## src/rtl/hbg_pkg.sv

```systemverilog
package hbg_pkg;

  // Bridge state as reported on br_state
  typedef enum logic [2:0] {
    BR_COAST = 3'd0,
    BR_FWD   = 3'd1,
    BR_REV   = 3'd2,
    BR_BRAKE = 3'd3,
    BR_FDEC  = 3'd4,
    BR_IDLE  = 3'd5
  } br_mode_e;

  // What one leg should present
  typedef enum logic [1:0] {
    LEG_OFF = 2'd0,
    LEG_HI  = 2'd1,
    LEG_LO  = 2'd2
  } leg_tgt_e;

  typedef struct packed {
    leg_tgt_e a;
    leg_tgt_e b;
  } leg_pair_t;

  // Leg targets for a bridge state; fast decay reverses the last drive
  function automatic leg_pair_t mode_to_legs(br_mode_e m, logic fd_from_fwd);
    leg_pair_t p;
    p.a = LEG_OFF;
    p.b = LEG_OFF;
    case (m)
      BR_FWD:   begin p.a = LEG_HI; p.b = LEG_LO; end
      BR_REV:   begin p.a = LEG_LO; p.b = LEG_HI; end
      BR_BRAKE: begin p.a = LEG_LO; p.b = LEG_LO; end
      BR_FDEC: begin
        if (fd_from_fwd) begin p.a = LEG_LO; p.b = LEG_HI; end
        else             begin p.a = LEG_HI; p.b = LEG_LO; end
      end
      default: ;
    endcase
    return p;
  endfunction

  // Gate pair {hs, ls} for a leg target
  function automatic logic [1:0] leg_gates(leg_tgt_e t);
    case (t)
      LEG_HI:  return 2'b10;
      LEG_LO:  return 2'b01;
      default: return 2'b00;
    endcase
  endfunction

  // True when two targets sit on opposite switches of a leg
  function automatic logic legs_oppose(leg_tgt_e x, leg_tgt_e y);
    return ((x == LEG_HI) && (y == LEG_LO)) || ((x == LEG_LO) && (y == LEG_HI));
  endfunction

endpackage

```

## src/rtl/hbg_wake_gate.sv

```systemverilog
module hbg_wake_gate #(
  parameter int unsigned WAKE_CYC = 2000
) (
  input  logic clk,
  input  logic rst_n,
  input  logic sleep_n,
  output logic run_ok
);
  localparam int unsigned CW = $clog2(WAKE_CYC + 1);

  logic [CW-1:0] wait_q;
  logic          wake_pending;

  assign wake_pending = (wait_q != '0);
  assign run_ok       = sleep_n && !wake_pending;

  always_ff @(posedge clk or negedge rst_n) begin
    if (!rst_n)            wait_q <= '0;
    else if (!sleep_n)     wait_q <= CW'(WAKE_CYC);
    else if (wake_pending) wait_q <= wait_q - 1'b1;
  end


  wake_hold_chk: assert property (@(posedge clk) disable iff (!rst_n)
    !sleep_n |=> !run_ok);

endmodule

```

## src/rtl/hbg_mode_fsm.sv

```systemverilog
module hbg_mode_fsm
  import hbg_pkg::*;
(
  input  logic     clk,
  input  logic     rst_n,
  input  logic     run_ok,
  input  logic     drv_en,
  input  logic     drv_dir,
  input  logic     decay_fast,
  input  logic     chop_trip,
  input  logic     pwm_start,
  input  logic     i_zero,
  output br_mode_e mode_q,
  output logic     fd_from_fwd_q
);
  logic     chop_q;
  logic     chop_eff;
  logic     want_drive;
  logic     fdec_done;
  br_mode_e mode_d;
  logic     fd_d;

  // pending chop survives until a period start; a fresh trip wins
  assign chop_eff   = chop_trip || (chop_q && !pwm_start);
  assign want_drive = drv_en && !chop_eff;
  assign fdec_done  = i_zero || pwm_start;

  always_comb begin
    mode_d = mode_q;
    fd_d   = fd_from_fwd_q;
    if (!run_ok)          mode_d = BR_IDLE;
    else if (want_drive)  mode_d = drv_dir ? BR_FWD : BR_REV;
    else if (!decay_fast) mode_d = BR_BRAKE;
    else begin
      case (mode_q)
        BR_FWD:  begin mode_d = BR_FDEC; fd_d = 1'b1; end
        BR_REV:  begin mode_d = BR_FDEC; fd_d = 1'b0; end
        BR_FDEC: mode_d = fdec_done ? BR_COAST : BR_FDEC;
        default: mode_d = BR_COAST;
      endcase
    end
  end

  always_ff @(posedge clk or negedge rst_n) begin
    if (!rst_n) begin
      mode_q        <= BR_IDLE;
      chop_q        <= 1'b0;
      fd_from_fwd_q <= 1'b0;
    end else begin
      mode_q        <= mode_d;
      chop_q        <= run_ok && chop_eff;
      fd_from_fwd_q <= fd_d;
    end
  end


  idle_in_sleep_chk: assert property (@(posedge clk) disable iff (!rst_n)
    !run_ok |=> (mode_q == BR_IDLE));


  brake_sel_chk: assert property (@(posedge clk) disable iff (!rst_n)
    (mode_q == BR_BRAKE) |-> $past(!decay_fast));


  fdec_exit_chk: assert property (@(posedge clk) disable iff (!rst_n)
    (mode_q == BR_FDEC && i_zero && run_ok && !drv_en && decay_fast) |=> (mode_q == BR_COAST));


  chop_hold_chk: assert property (@(posedge clk) disable iff (!rst_n)
    (chop_q && !pwm_start && run_ok) |=> (mode_q != BR_FWD && mode_q != BR_REV));

endmodule

```

## src/rtl/hbg_leg_stage.sv

```systemverilog
module hbg_leg_stage
  import hbg_pkg::*;
#(
  parameter int unsigned DEAD_CYC = 3
) (
  input  logic     clk,
  input  logic     rst_n,
  input  leg_tgt_e tgt,
  output logic     gate_hs,
  output logic     gate_ls
);
  localparam int unsigned    GW       = (DEAD_CYC > 1) ? $clog2(DEAD_CYC) : 1;
  localparam logic [GW-1:0]  GAP_DONE = GW'(DEAD_CYC - 1);

  leg_tgt_e      applied_q;
  leg_tgt_e      applied_d;
  leg_tgt_e      last_on_q;
  logic [GW-1:0] gap_q;
  logic          gap_met;
  logic          blocked;

  assign gap_met = (gap_q == GAP_DONE);
  assign blocked = legs_oppose(tgt, last_on_q) && !gap_met;

  // break before make: a side flip first goes through OFF
  always_comb begin
    applied_d = applied_q;
    if (tgt == LEG_OFF)             applied_d = LEG_OFF;
    else if (applied_q == LEG_OFF)  applied_d = blocked ? LEG_OFF : tgt;
    else if (tgt != applied_q)      applied_d = LEG_OFF;
  end

  always_ff @(posedge clk or negedge rst_n) begin
    if (!rst_n) begin
      applied_q <= LEG_OFF;
      last_on_q <= LEG_OFF;
      gap_q     <= GAP_DONE;
    end else begin
      applied_q <= applied_d;
      if (applied_q != LEG_OFF && applied_d == LEG_OFF) begin
        last_on_q <= applied_q;
        gap_q     <= '0;
      end else if (applied_q == LEG_OFF && !gap_met) begin
        gap_q <= gap_q + 1'b1;
      end
    end
  end

  assign {gate_hs, gate_ls} = leg_gates(applied_q);


  no_shoot_chk: assert property (@(posedge clk) disable iff (!rst_n)
    !(gate_hs && gate_ls));


  ls_gap_chk: assert property (@(posedge clk) disable iff (!rst_n)
    $rose(gate_ls) |-> !$past(gate_hs));


  hs_gap_chk: assert property (@(posedge clk) disable iff (!rst_n)
    $rose(gate_hs) |-> !$past(gate_ls));

endmodule

```

## src/rtl/hbridge_gate_ctrl.sv

```systemverilog
module hbridge_gate_ctrl
  import hbg_pkg::*;
#(
  parameter int unsigned DEAD_CYC = 3,
  parameter int unsigned WAKE_CYC = 2000
) (
  input  logic       clk,
  input  logic       rst_n,
  input  logic       sleep_n,
  input  logic       drv_en,
  input  logic       drv_dir,
  input  logic       decay_fast,
  input  logic       chop_trip,
  input  logic       pwm_start,
  input  logic       i_zero,
  output logic       gate_hs_a,
  output logic       gate_ls_a,
  output logic       gate_hs_b,
  output logic       gate_ls_b,
  output logic [2:0] br_state
);
  localparam int unsigned N_LEGS = 2;

  logic      run_ok;
  br_mode_e  mode_q;
  logic      fd_from_fwd;
  leg_pair_t legs;
  leg_tgt_e  leg_tgt [N_LEGS];
  logic [N_LEGS-1:0] hs_w;
  logic [N_LEGS-1:0] ls_w;

  hbg_wake_gate #(.WAKE_CYC(WAKE_CYC)) u_wake (
    .clk     (clk),
    .rst_n   (rst_n),
    .sleep_n (sleep_n),
    .run_ok  (run_ok)
  );

  hbg_mode_fsm u_fsm (
    .clk           (clk),
    .rst_n         (rst_n),
    .run_ok        (run_ok),
    .drv_en        (drv_en),
    .drv_dir       (drv_dir),
    .decay_fast    (decay_fast),
    .chop_trip     (chop_trip),
    .pwm_start     (pwm_start),
    .i_zero        (i_zero),
    .mode_q        (mode_q),
    .fd_from_fwd_q (fd_from_fwd)
  );

  assign legs       = mode_to_legs(mode_q, fd_from_fwd);
  assign leg_tgt[0] = legs.a;
  assign leg_tgt[1] = legs.b;

  for (genvar g = 0; g < N_LEGS; g++) begin : g_leg
    hbg_leg_stage #(.DEAD_CYC(DEAD_CYC)) u_leg (
      .clk     (clk),
      .rst_n   (rst_n),
      .tgt     (leg_tgt[g]),
      .gate_hs (hs_w[g]),
      .gate_ls (ls_w[g])
    );
  end

  assign gate_hs_a = hs_w[0];
  assign gate_ls_a = ls_w[0];
  assign gate_hs_b = hs_w[1];
  assign gate_ls_b = ls_w[1];
  assign br_state  = mode_q;


  idle_off_chk: assert property (@(posedge clk) disable iff (!rst_n)
    (mode_q == BR_IDLE) |=> (hs_w == '0 && ls_w == '0));


  hs_a_src_chk: assert property (@(posedge clk) disable iff (!rst_n)
    gate_hs_a |-> $past(mode_q == BR_FWD || (mode_q == BR_FDEC && !fd_from_fwd)));

endmodule

```

## config.mk

```make
export PLATFORM = sky130hd
export DESIGN_NAME = hbridge_gate_ctrl
export DESIGN_NICKNAME = d
export VERILOG_FILES = /design/src/rtl/hbg_pkg.sv /design/src/rtl/hbg_wake_gate.sv /design/src/rtl/hbg_mode_fsm.sv /design/src/rtl/hbg_leg_stage.sv /design/src/rtl/hbridge_gate_ctrl.sv
export SDC_FILE = /design/constraint.sdc
export NUM_CORES = 1
export LEC_CHECK = 0
export BUFFER_PORTS_ARGS = -buffer_cell sky130_fd_sc_hd__buf_2
export CAP_MARGIN = 10
export CORE_AREA = 2 2 72 60
export CTS_BUF_LIST = sky130_fd_sc_hd__clkbuf_2
export CTS_CLUSTER_SIZE = 20
export DETAILED_ROUTE_END_ITERATION = 12
export DIE_AREA = 0 0 74 62
export PLACE_DENSITY = 0.71
export SLEW_MARGIN = 10
export SYNTH_ARGS = -nofsm -noshare
export SYNTH_HDL_FRONTEND = slang
export SYNTH_HIERARCHICAL = 1
export SYNTH_SLANG_ARGS = --single-unit
```

## constraint.sdc

```tcl
create_clock -name clk -period 3.23 [get_ports clk]
set_clock_uncertainty 0.2 [all_clocks]
set_input_delay 0 -clock clk [delete_from_list [all_inputs] [get_ports clk]]
set_output_delay 0 -clock clk [all_outputs]
set_load 0.01 [all_outputs]
```

==> results.tsv <==
metric	value	unit
Die ar.	4590	µm²
Crit path max-delay family	buffers and inverters	
Post-DRT Antenna Nets	0	
Clock Latency Late Sink	0.37	ns
Cell Pwr Density	415	nW/µm²
final setup TNS	0	ns
fin crit period	2.59	ns
storage element area	706	µm²
register area share after synthesis	0.378	
FP Rows	21	
Final Hold Vio Count	0	
Post-synth ARST share	1.00	
cell depth of the worst setup path	7	
Setup crit start	u_wake/wait_q[0]	
critical path class	reg -> reg	
commonest non-fill, non-tap cell in the layout	dfrtp_1	
initial antenna violation count	0	
CTS resizes	0	
synth warn	6	
IO Count	16	
Leak	0.849	nW
Crit path arrival time	2.74	ns
crit end category	register	
RR Startpoint	u_wake/wait_q[0]	
slew at the pin closest to its max-slew limit	0.758	ns
RSZ-0062 raised after global routing	no	
Post-synth top flop	dfrtp_1	
Area growth syn-to-layout	14.7	%
all-layer global routing usage	0.176	
vias in the first global route	1341	
CTS root buf	clkbuf_2	
syn_nets	209	
count of final max-slew check failures	0	
CTS clk-pin slew, worst paths	0.28	ns
antenna cells	0	
Max-Cap Viols	0	
Vias per Instance	5.47	
largest net degree at the start of global routing	25	
mapped cell area	1870	µm²
CTS tree	built	
most frequent cells in the layout	24 x dfrtp_1, 15 x buf_2, 14 x inv_1	
Die X	74	µm
Highest Clock Rate	386	MHz
status	complete, no violations	
Tot Pwr	0.000889	W
first-pass GRT wire length	6260	µm
core area	3970	µm²
final worst-path cycle share	0.802	
IO buf count	15	
Gate Count Post-Synth	197	
CTS Buf Count	3	
final setup vio count	0	
DRC	0	
Multi-input gate area	1030	µm²
GRT Residual Overflow	0	
crit path launch type	register	
drt total wl	3690	µm
Reg2Reg Depth	7	
Starting Density	0.471	
drt pass-1 iters	4	
clock sinks	28	
CTS max path bufs	2	
VDD IR max	0.334	mV
Crit-path slowest cell	or3b_2	
GP Congestion	0.787	
Post-synth EDFFs	0	
Iteration-0 DRC Markers	189	
Max-slew headroom	0.487	
crit path buf inv count	3	
layout cells sized above 1	0.191	
Distinct cells, synth	65	
Req. time, crit path	3.38	ns
hold crit path type	in -> reg	
Layout Nets	233	
CP max stage delay	0.55	ns
Mean Syn Cell Area	9.48	µm²
worst path cell trace	inv_1 -> ha_1 -> or3b_2 -> nor4_1 -> buf_4 -> o311a_1 -> dlygate4sd3_1	
fillers	366	
WHS Path Cells	3	
WL per Instance	13.3	µm
Detail Placement HPWL	2390	µm
Die Y	62	µm
total number of vias	1514	
synthesized flop and latch total	28	
hold_sp	sleep_n	
Clock H-tree levels	1	
crit-path max FO	8	
-- routing by layer --
layer / routed length [µm] / vias up / GRT usage
met1: 1960 / 709 / 0.253
met5: 0 / - / 0
met2: 1610 / 25 / 0.282
met3: 94 / 2 / 0.0387
met4: 20 / 0 / 0.0234
li1: - / 778 / -
-- cell usage after synthesis, types with 4 or more instances --
master	count	area [µm²]
dfrtp_1	24	601
inv_1	14	52.6
nand2_1	13	48.8
o21ai_0	9	45.0
a21oi_1	8	40.0
nand2b_1	8	50.1
nand3_1	6	30.0
nor2b_1	6	37.5
mux2i_1	5	50.1
nor3b_1	5	37.5
nor4_1	5	31.3
buf_4	4	30.0
dfstp_2	4	105
nor2_1	4	15.0
o31ai_1	4	30.0
or3_1	4	25.0
or4_1	4	30.0
-- sequential cells by signal, summed over array words and instances, names as in the netlist --
| register | cells |
|---|---|
| g_leg.u_leg/applied_q | 4 |
| u_wake/wait_q | 11 |
| u_fsm/fd_from_fwd_q | 1 |
| g_leg.u_leg/gap_q | 4 |
| u_fsm/chop_q | 1 |
| g_leg.u_leg/last_on_q | 4 |
| u_fsm/mode_q | 3 |
-- worst paths after layout --
| path | slack, ns | end |
|---|---|---|
| worst max-delay path | 0.64 | u_fsm/mode_q[1] |
| worst min-delay path | 0.26 | u_wake/wait_q[10] |
| worst max register to register | 0.64 | u_fsm/mode_q[1] |
| worst min register to register | 0.37 | g_leg[0].u_leg/gap_q[1] |
| max in group asynchronous | 2.18 | g_leg[1].u_leg/applied_q[1] |
| min in group asynchronous | 0.49 | u_fsm/mode_q[2] |
-- timing repair --
action / 4_1_cts / 5_1_grt
setup buffers: 0 / 0
endpoints found under the hold margin: 44 / 0
hold buffers: 14 / 0
-- metrics by stage --
stage	hold WS, ns	area (µm²)	cells	utilization	worst slack, ns
after floorplan	-0.496	1870	197	-	0.760
after global placement	-0.135	1950	259	0.490	0.926
after detailed placement	-0.135	1950	259	0.490	0.795
after CTS	0.231	2140	277	0.540	0.635
after global routing	0.242	2140	277	0.540	0.508
final	0.258	2140	277	0.540	0.641
-- cell families after synthesis --
kind of cell,synth area share
buf+inv,0.0704
compound gates,0.225
mux,0.0389
flops,0.378
xor+xnor,0.0188
fa+ha+maj,0.0201
simple gates,0.249
-- worst reg2reg max path: cells and delay by family, from the launching register on --
kind	cells	cell delay (ns)
buf+inv	3	0.80
simple gates	2	0.74
flops	1	0.47
fa+ha+maj	1	0.20
compound gates	1	0.15
-- power breakdown --
part | leakage, nW | internal, W | total (W) | switching, W
Combinational | 0.493 | 0.000120 | 0.000236 | 0.000116
Sequential | 0.330 | 0.000403 | 0.000436 | 0.0000326
Clock | 0.0266 | 0.000106 | 0.000217 | 0.000111
-- layout make-up --
cell class                      count  area share
Clock inverter                      1      0.0140
Multi-Input combinational cell    143       0.481
Tap cell                           57      0.0333
Sequential cell                    28       0.330
Clock buffer                        3     0.00701
Inverter                           15      0.0263
Timing Repair Buffer               30       0.109
(Power assumes the default switching activity.)
